`src/rtl/seg_ea_pkg.sv`:
```
package seg_ea_pkg;
  typedef enum logic [2:0] {
    MODE_MEM     = 3'd0,
    MODE_POSTINC = 3'd1,
    MODE_PREDEC  = 3'd2,
    MODE_BR_NEAR = 3'd3,
    MODE_BR_FAR  = 3'd4
  } ea_mode_e;

  typedef enum logic [1:0] {
    SEG_DATA  = 2'd0,
    SEG_STACK = 2'd1,
    SEG_CODE  = 2'd2
  } seg_id_e;

  localparam logic [1:0] BASE_BX = 2'd1;
  localparam logic [1:0] BASE_BP = 2'd2;
  localparam logic [1:0] IDX_SI  = 2'd1;
  localparam logic [1:0] IDX_DI  = 2'd2;
  localparam logic [1:0] PTR_BX  = 2'd0;
  localparam logic [1:0] PTR_BP  = 2'd1;
  localparam logic [1:0] PTR_SI  = 2'd2;
  localparam logic [1:0] PTR_DI  = 2'd3;
endpackage

```
`src/rtl/seg_ea_disp.sv`:
```
module seg_ea_disp #(
  parameter int unsigned W        = 16,
  parameter int unsigned NARROW_W = 8
) (
  input  logic [W-1:0] disp_i,
  input  logic         wide_i,
  output logic [W-1:0] disp_o
);
  generate
    if (NARROW_W >= W) begin : g_full
      logic unused_wide;
      assign unused_wide = wide_i;
      assign disp_o = disp_i;
    end else begin : g_ext
      logic [W-1:0] narrow_ext;
      assign narrow_ext = {{(W-NARROW_W){disp_i[NARROW_W-1]}}, disp_i[NARROW_W-1:0]};
      assign disp_o = wide_i ? disp_i : narrow_ext;
    end
  endgenerate
endmodule

```
`src/rtl/seg_ea_calc.sv`:
```
module seg_ea_calc
  import seg_ea_pkg::*;
#(
  parameter int unsigned W      = 16,
  parameter int unsigned SIZE_W = 2
) (
  input  logic [2:0]        mode_i,
  input  logic [1:0]        base_sel_i,
  input  logic [1:0]        index_sel_i,
  input  logic [1:0]        ptr_sel_i,
  input  logic [W-1:0]      disp_ext_i,
  input  logic [W-1:0]      disp_raw_i,
  input  logic [SIZE_W-1:0] elem_size_i,
  input  logic [W-1:0]      bx_i,
  input  logic [W-1:0]      bp_i,
  input  logic [W-1:0]      si_i,
  input  logic [W-1:0]      di_i,
  input  logic [W-1:0]      ip_i,
  input  logic [W-1:0]      cs_i,
  input  logic [W-1:0]      ds_i,
  input  logic [W-1:0]      ss_i,
  input  logic [W-1:0]      far_cs_i,
  output logic [W-1:0]      offset_o,
  output logic [W-1:0]      seg_o,
  output logic [1:0]        seg_id_o,
  output logic              ptr_we_o,
  output logic [1:0]        ptr_idx_o,
  output logic [W-1:0]      ptr_val_o
);
  logic [W-1:0] base_term, index_term, ptr_cur, step, ptr_inc, ptr_dec;
  seg_id_e      seg_sel;
  ea_mode_e     mode;

  assign mode    = ea_mode_e'(mode_i);
  assign step    = {{(W-SIZE_W){1'b0}}, elem_size_i};
  assign ptr_inc = ptr_cur + step;
  assign ptr_dec = ptr_cur - step;

  always_comb begin
    unique case (base_sel_i)
      BASE_BX: base_term = bx_i;
      BASE_BP: base_term = bp_i;
      default: base_term = '0;
    endcase
    unique case (index_sel_i)
      IDX_SI:  index_term = si_i;
      IDX_DI:  index_term = di_i;
      default: index_term = '0;
    endcase
    unique case (ptr_sel_i)
      PTR_BX:  ptr_cur = bx_i;
      PTR_BP:  ptr_cur = bp_i;
      PTR_SI:  ptr_cur = si_i;
      default: ptr_cur = di_i;
    endcase
  end

  always_comb begin
    ptr_we_o  = 1'b0;
    ptr_idx_o = ptr_sel_i;
    ptr_val_o = ptr_cur;
    case (mode)
      MODE_POSTINC: begin
        offset_o  = ptr_cur;
        ptr_val_o = ptr_inc;
        ptr_we_o  = 1'b1;
        seg_sel   = (ptr_sel_i == PTR_BP) ? SEG_STACK : SEG_DATA;
      end
      MODE_PREDEC: begin
        offset_o  = ptr_dec;  // access follows the update
        ptr_val_o = ptr_dec;
        ptr_we_o  = 1'b1;
        seg_sel   = (ptr_sel_i == PTR_BP) ? SEG_STACK : SEG_DATA;
      end
      MODE_BR_NEAR: begin
        offset_o = ip_i + disp_ext_i;
        seg_sel  = SEG_CODE;
      end
      MODE_BR_FAR: begin
        offset_o = disp_raw_i;
        seg_sel  = SEG_CODE;
      end
      default: begin
        offset_o = disp_ext_i + base_term + index_term;
        seg_sel  = (base_sel_i == BASE_BP) ? SEG_STACK : SEG_DATA;
      end
    endcase
  end

  always_comb begin
    unique case (seg_sel)
      SEG_STACK: seg_o = ss_i;
      SEG_CODE:  seg_o = (mode == MODE_BR_FAR) ? far_cs_i : cs_i;
      default:   seg_o = ds_i;
    endcase
  end
  assign seg_id_o = seg_sel;
endmodule

```
`src/rtl/seg_ea_phys.sv`:
```
module seg_ea_phys #(
  parameter int unsigned W     = 16,
  parameter int unsigned SHIFT = 4,
  parameter int unsigned PW    = 20
) (
  input  logic [W-1:0]  seg_i,
  input  logic [W-1:0]  offset_i,
  output logic [PW-1:0] phys_o
);
  localparam int unsigned SEG_SH_W = W + SHIFT;
  logic [SEG_SH_W-1:0] seg_full;
  logic [PW-1:0]       seg_sh, ofs_ext;
  assign seg_full = {seg_i, {SHIFT{1'b0}}};
  assign seg_sh   = PW'(seg_full);
  assign ofs_ext  = PW'(offset_i);
  assign phys_o   = seg_sh + ofs_ext;
endmodule

```
`src/rtl/seg_ea_gen.sv`:
```
module seg_ea_gen #(
  parameter int unsigned W        = 16,
  parameter int unsigned NARROW_W = 8,
  parameter int unsigned SIZE_W   = 2,
  parameter int unsigned SHIFT    = 4,
  parameter int unsigned PW       = 20
) (
  input  logic              clk_i,
  input  logic              rst_ni,
  input  logic              valid_i,
  input  logic [2:0]        mode_i,
  input  logic [1:0]        base_sel_i,
  input  logic [1:0]        index_sel_i,
  input  logic [1:0]        ptr_sel_i,
  input  logic [W-1:0]      disp_i,
  input  logic              disp_wide_i,
  input  logic [SIZE_W-1:0] elem_size_i,
  input  logic [W-1:0]      bx_i,
  input  logic [W-1:0]      bp_i,
  input  logic [W-1:0]      si_i,
  input  logic [W-1:0]      di_i,
  input  logic [W-1:0]      ip_i,
  input  logic [W-1:0]      cs_i,
  input  logic [W-1:0]      ds_i,
  input  logic [W-1:0]      ss_i,
  input  logic [W-1:0]      far_cs_i,
  output logic              valid_o,
  output logic [W-1:0]      offset_o,
  output logic [W-1:0]      seg_o,
  output logic [1:0]        seg_id_o,
  output logic [PW-1:0]     phys_o,
  output logic              ptr_we_o,
  output logic [1:0]        ptr_idx_o,
  output logic [W-1:0]      ptr_val_o
);
  logic [W-1:0]  disp_ext, ofs_c, seg_c, pval_c;
  logic [1:0]    sid_c, pidx_c;
  logic          pwe_c;
  logic [PW-1:0] phys_c;

  seg_ea_disp #(.W(W), .NARROW_W(NARROW_W)) u_disp (
    .disp_i (disp_i),
    .wide_i (disp_wide_i),
    .disp_o (disp_ext)
  );

  seg_ea_calc #(.W(W), .SIZE_W(SIZE_W)) u_calc (
    .mode_i      (mode_i),
    .base_sel_i  (base_sel_i),
    .index_sel_i (index_sel_i),
    .ptr_sel_i   (ptr_sel_i),
    .disp_ext_i  (disp_ext),
    .disp_raw_i  (disp_i),
    .elem_size_i (elem_size_i),
    .bx_i        (bx_i),
    .bp_i        (bp_i),
    .si_i        (si_i),
    .di_i        (di_i),
    .ip_i        (ip_i),
    .cs_i        (cs_i),
    .ds_i        (ds_i),
    .ss_i        (ss_i),
    .far_cs_i    (far_cs_i),
    .offset_o    (ofs_c),
    .seg_o       (seg_c),
    .seg_id_o    (sid_c),
    .ptr_we_o    (pwe_c),
    .ptr_idx_o   (pidx_c),
    .ptr_val_o   (pval_c)
  );

  seg_ea_phys #(.W(W), .SHIFT(SHIFT), .PW(PW)) u_phys (
    .seg_i    (seg_c),
    .offset_i (ofs_c),
    .phys_o   (phys_c)
  );

  always_ff @(posedge clk_i or negedge rst_ni) begin
    if (!rst_ni) begin
      valid_o <= 1'b0;
    end else begin
      valid_o <= valid_i;
    end
  end

  // data registers load only on a strobe and hold otherwise
  always_ff @(posedge clk_i or negedge rst_ni) begin
    if (!rst_ni) begin
      offset_o  <= '0;
      seg_o     <= '0;
      seg_id_o  <= '0;
      phys_o    <= '0;
      ptr_we_o  <= 1'b0;
      ptr_idx_o <= '0;
      ptr_val_o <= '0;
    end else if (valid_i) begin
      offset_o  <= ofs_c;
      seg_o     <= seg_c;
      seg_id_o  <= sid_c;
      phys_o    <= phys_c;
      ptr_we_o  <= pwe_c;
      ptr_idx_o <= pidx_c;
      ptr_val_o <= pval_c;
    end
  end
endmodule

```
`config.mk`:
```
export PLATFORM = sky130hd
export DESIGN_NAME = seg_ea_gen
export DESIGN_NICKNAME = d
export VERILOG_FILES = /design/src/rtl/seg_ea_pkg.sv /design/src/rtl/seg_ea_disp.sv /design/src/rtl/seg_ea_calc.sv /design/src/rtl/seg_ea_phys.sv /design/src/rtl/seg_ea_gen.sv
export SDC_FILE = /design/constraint.sdc
export NUM_CORES = 1
export LEC_CHECK = 0
export BUFFER_PORTS_ARGS = -buffer_cell sky130_fd_sc_hd__buf_2
export CORE_MARGIN = 3
export CORE_UTILIZATION = 54
export DETAILED_ROUTE_END_ITERATION = 8
export MAX_ROUTING_LAYER = met4
export PLACE_DENSITY = 0.83
export SYNTH_ARGS = -nofsm -noshare
export SYNTH_HDL_FRONTEND = slang
export SYNTH_SLANG_ARGS = --single-unit
```
`constraint.sdc`:
```
create_clock -name clk_i -period 1 [get_ports clk_i]
set_input_delay 0.05 -clock clk_i [delete_from_list [all_inputs] [get_ports clk_i]]
set_output_delay 0.05 -clock clk_i [all_outputs]
set_load 0.05 [all_outputs]
```
==> results.tsv, run 1 <==
metric	value	unit
outcome	stopped before the end	
haltStage	global routing (5_1_grt)	
stop_error	[ERROR DPL-0038] Utilization greater than 100%, impossible to legalize	
ys_types	86	
dieHeight	129	um
gp_congestion	1.06	
synth_edf_count	0	
cts_root_buf	clkbuf_16	
die_w	129	um
start_util	55.9	%
dpl.hpwl	27.0	mm
portBuffers	248	
synthFlopType	dfrtp_1	
synth.ff_latch_count	70	
clock-sinks	70	
syn_nets	1194	
cts_made_buffers	9	
netlist_instances	947	
io_pins	249	
netlist_area	8220	sq um
num_rows	44	
clk_path_buf_depth	2	
ys.warnings.count	0	
syn_area_per_cell	8.68	sq um
grt_max_degree	71	
ys_async_sr_fraction	100	%
cts.htree.levels	3	
synth_seq_area_share	21.3	%
## kinds of logic after synthesis
group / share of synthesized area (%)
AOI/OAI and AO/OA: 26.5
and+or+nand+nor: 14.8
buffers and inverters: 5.80
muxes: 12.9
adders and majority gates: 12.8
DFF: 21.3
xor gates and xnor gates: 5.86
## through the flow
stage	cells	area (sq um)	TNS (ns)	utilization [%]	setup slack (ns)
2_1_floorplan	947	8890	-112.02	-	-3.28
3_3_place_gp	1605	12100	-132.99	82.4	-3.73
3_5_place_dp	1605	12100	-137.76	82.4	-3.83
4_1_cts	1667	14000	-106.46	95.0	-3.11
## synth_stat cells (all sizes together) (5+ instances only)
library cell,count,area [sq um]
nor2,92,345
a21oi,83,423
dfrtp,70,1750
inv,61,229
ha,52,651
mux2,52,586
clkbuf,40,150
o21ai,40,200
nand2,39,146
a22oi,38,285
xnor2,37,324
fa,20,400
a221oi,18,164
xor2,18,158
a21o,17,128
buf,16,93.8
mux4,16,368
nand3,16,80.1
nor2b,16,100
or2,14,87.6
o211ai,12,90.1
mux2i,11,110
o22ai,11,68.8
a211oi,10,85.1
nor3,10,55.1
o21a,10,75.1
a31oi,9,56.3
nor4,8,80.1
or3,8,50.1
and2,6,37.5
nand4,6,37.5
o22a,6,53.8
a2111oi,5,62.6
and3,5,31.3
nand2b,5,31.3
o21bai,5,37.5
## repair_timing
action / in CTS
endpoints found under the hold margin: 70
hold buffers: 1
resized for setup: 280
gates cloned: 4
pin swaps: 69
endpoints found under the setup margin: 129
setup buffers: 44
==> inputs of run 2 (changes only) <==
--- a/config.mk
+++ b/config.mk
@@ -7,10 +7,9 @@
 export LEC_CHECK = 0
 export BUFFER_PORTS_ARGS = -buffer_cell sky130_fd_sc_hd__buf_2
 export CORE_MARGIN = 3
-export CORE_UTILIZATION = 54
+export CORE_UTILIZATION = 40
 export DETAILED_ROUTE_END_ITERATION = 8
-export MAX_ROUTING_LAYER = met4
-export PLACE_DENSITY = 0.83
+export PLACE_DENSITY_LB_ADDON = 0.15
 export SYNTH_ARGS = -nofsm -noshare
 export SYNTH_HDL_FRONTEND = slang
 export SYNTH_SLANG_ARGS = --single-unit
==> results.tsv, run 2 <==
metric	value	unit
grt_pass1_vias	10100	
postLayoutCoreUtil	77.1	%
hold_path_class	in2reg	
route.vias.total	10400	
setup_viol	68	
dieHeight	149	um
irDropWorstVdd	1950	uV
initialDrtViolationCount	769	
fin_setup_tns	-112.35	ns
start_util	41.4	%
slew_violations	0	
stdcell_area	15300	sq um
synth_seq_area_share	21.3	%
min_period_over_period	425	%
clk_path_buf_depth	2	
crit_path_start_kind	input port	
synth.ff_latch_count	70	
path_clk_slew	0.07	ns
clock-sinks	70	
wirelength	37.9	mm
clk_latency	0.34	ns
dp_slack	-3.72	ns
nets	1792	
yosysMostFrequentCell	nor2_1	
dieArea	22300	sq um
drive_above_1_share	62.5	%
ant_nets	0	
dpl.hpwl	27.6	mm
ys_types	86	
worst_setup_path_end_kind	flop	
cp_max_fo	5	
wl_per_cell	20.9	um
crit_slowest_cell	fa_1	
critPathKind	in2reg	
cts_tree	done	
ys_async_sr_fraction	100	%
crit_path_max_incr_delay	0.52	ns
cts_made_buffers	9	
total_power	23.3	mW
cts.htree.levels	3	
syn_nets	1194	
placed_area	12400	sq um
synth_edf_count	0	
dr.pass1.iters	5	
globalRoute.totalOverflow	0	
area.growth.synth_to_final	86.2	%
fp.coreArea	19800	sq um
antenna_found_initial	1	
failed_checks	setup timing	
num_rows	51	
clock_skew	0	ns
cts_root_buf	clkbuf_16	
synth.top_cell.area_share	21.3	%
fin_ws	-3.25	ns
finalHoldViolCount	0	
syn_area_per_cell	8.68	sq um
synthFlopType	dfrtp_1	
outcome	complete, but fails checks	
ys.warnings.count	0	
crit_required	1.23	ns
layout_common_cells	buf_4 (343), buf_2 (166), buf_6 (99), nor2_1 (68), dfrtp_1 (68)	
drc	0	
grt_pass1_wl	54.1	mm
fmax	235	MHz
grt_max_degree	41	
synth_top_cells_by_area	dfrtp_1 (21%), ha_1 (7.9%), mux2_2 (6.6%)	
placedCellCount	1710	
powerDensity	1520	nW/um^2
maxCapViolCount	0	
final_common_cell	buf_4	
gp_congestion	0.921	
netlist_area	8220	sq um
netlist_instances	947	
synth_common_cells	nor2_1 (92), a21oi_1 (81), dfrtp_1 (70)	
io_pins	249	
relSlewSlack	67.2	%
synth_area_leader_cell	dfrtp_1	
grt_use_total	30.8	%
layout.cells.non_filler	1816	
die_w	149	um
viasPerCell	5.70	
portBuffers	248	
worstPathArrival	4.47	ns
holdWs	0.0400	ns
rsz0062_at_grt	true	
period_needed	4.25	ns
worst_pin_slew	0.487	ns
leakagePower	7.05	nW
run 2: cell counts after synthesis:
Identical to the previous run, type by type.
run 2: path summary, 6_finish.rpt:
path | from | endpoint | slack, ns | cells past startpoint
min in group asynchronous | rst_ni | phys_o[17]$_DFFE_PN0P_ | 0.15 | 2
min reg2reg | phys_o[6]$_DFFE_PN0P_ | phys_o[6]$_DFFE_PN0P_ | 0.51 | 1
max | base_sel_i[0] | phys_o[12]$_DFFE_PN0P_ | -3.25 | 26
max in group asynchronous | rst_ni | seg_o[9]$_DFFE_PN0P_ | 0.42 | 3
min | valid_i | valid_o$_DFF_PN0_ | 0.04 | 2
max reg2reg | ptr_val_o[10]$_DFFE_PN0P_ | ptr_val_o[10]$_DFFE_PN0P_ | 0.12 | 2
run 2: critical path: cells and delay by family:
| kind | cells | cell delay (ns) |
|---|---|---|
| adders and majority gates | 5 | 1.47 |
| muxes | 2 | 0.36 |
| xor gates and xnor gates | 1 | 0.12 |
| AOI/OAI and AO/OA | 8 | 1.48 |
| buffers and inverters | 6 | 0.69 |
| and+or+nand+nor | 4 | 0.30 |
run 2: cells by family after synthesis:
group	after synthesis	synth area share [%]
adders and majority gates	72	12.8
DFF	70	21.3
AOI/OAI and AO/OA	313	26.5
and+or+nand+nor	240	14.8
buffers and inverters	118	5.80
muxes	79	12.9
xor gates and xnor gates	55	5.86
run 2: area by class of cell:
class,count,area [sq um]
clock inverter,7,61.3
sequential,70,1750
timing repair buffer,643,5100
antenna,1,2.50
fill,1331,4540
multi-input combinational,759,7570
clock buffer,9,225
inverter,62,259
tap,265,332
run 2: metal layers:
layer,vias to the layer above,wire [um],track usage [%]
met4,0,1300,7.28
met1,5081,15600,42.2
met5,-,0,0
met3,94,2500,5.26
li1,4740,-,-
met2,436,18500,51.0
run 2: where the power goes:
group          switching (mW)  internal (mW)  total [mW]
registers               0.517           3.56        4.08
logic                    8.66           7.36        16.0
clock network            1.44           1.73        3.16
run 2: timing repair:
item,in CTS,in global routing
setup buffers,55,55
hold buffers,1,0
endpoints found under the hold margin,70,0
endpoints found under the setup margin,118,107
cloned,3,0
pin swaps,88,78
resized for setup,286,172
No activity file was read; power rests on OpenSTA's default activity.
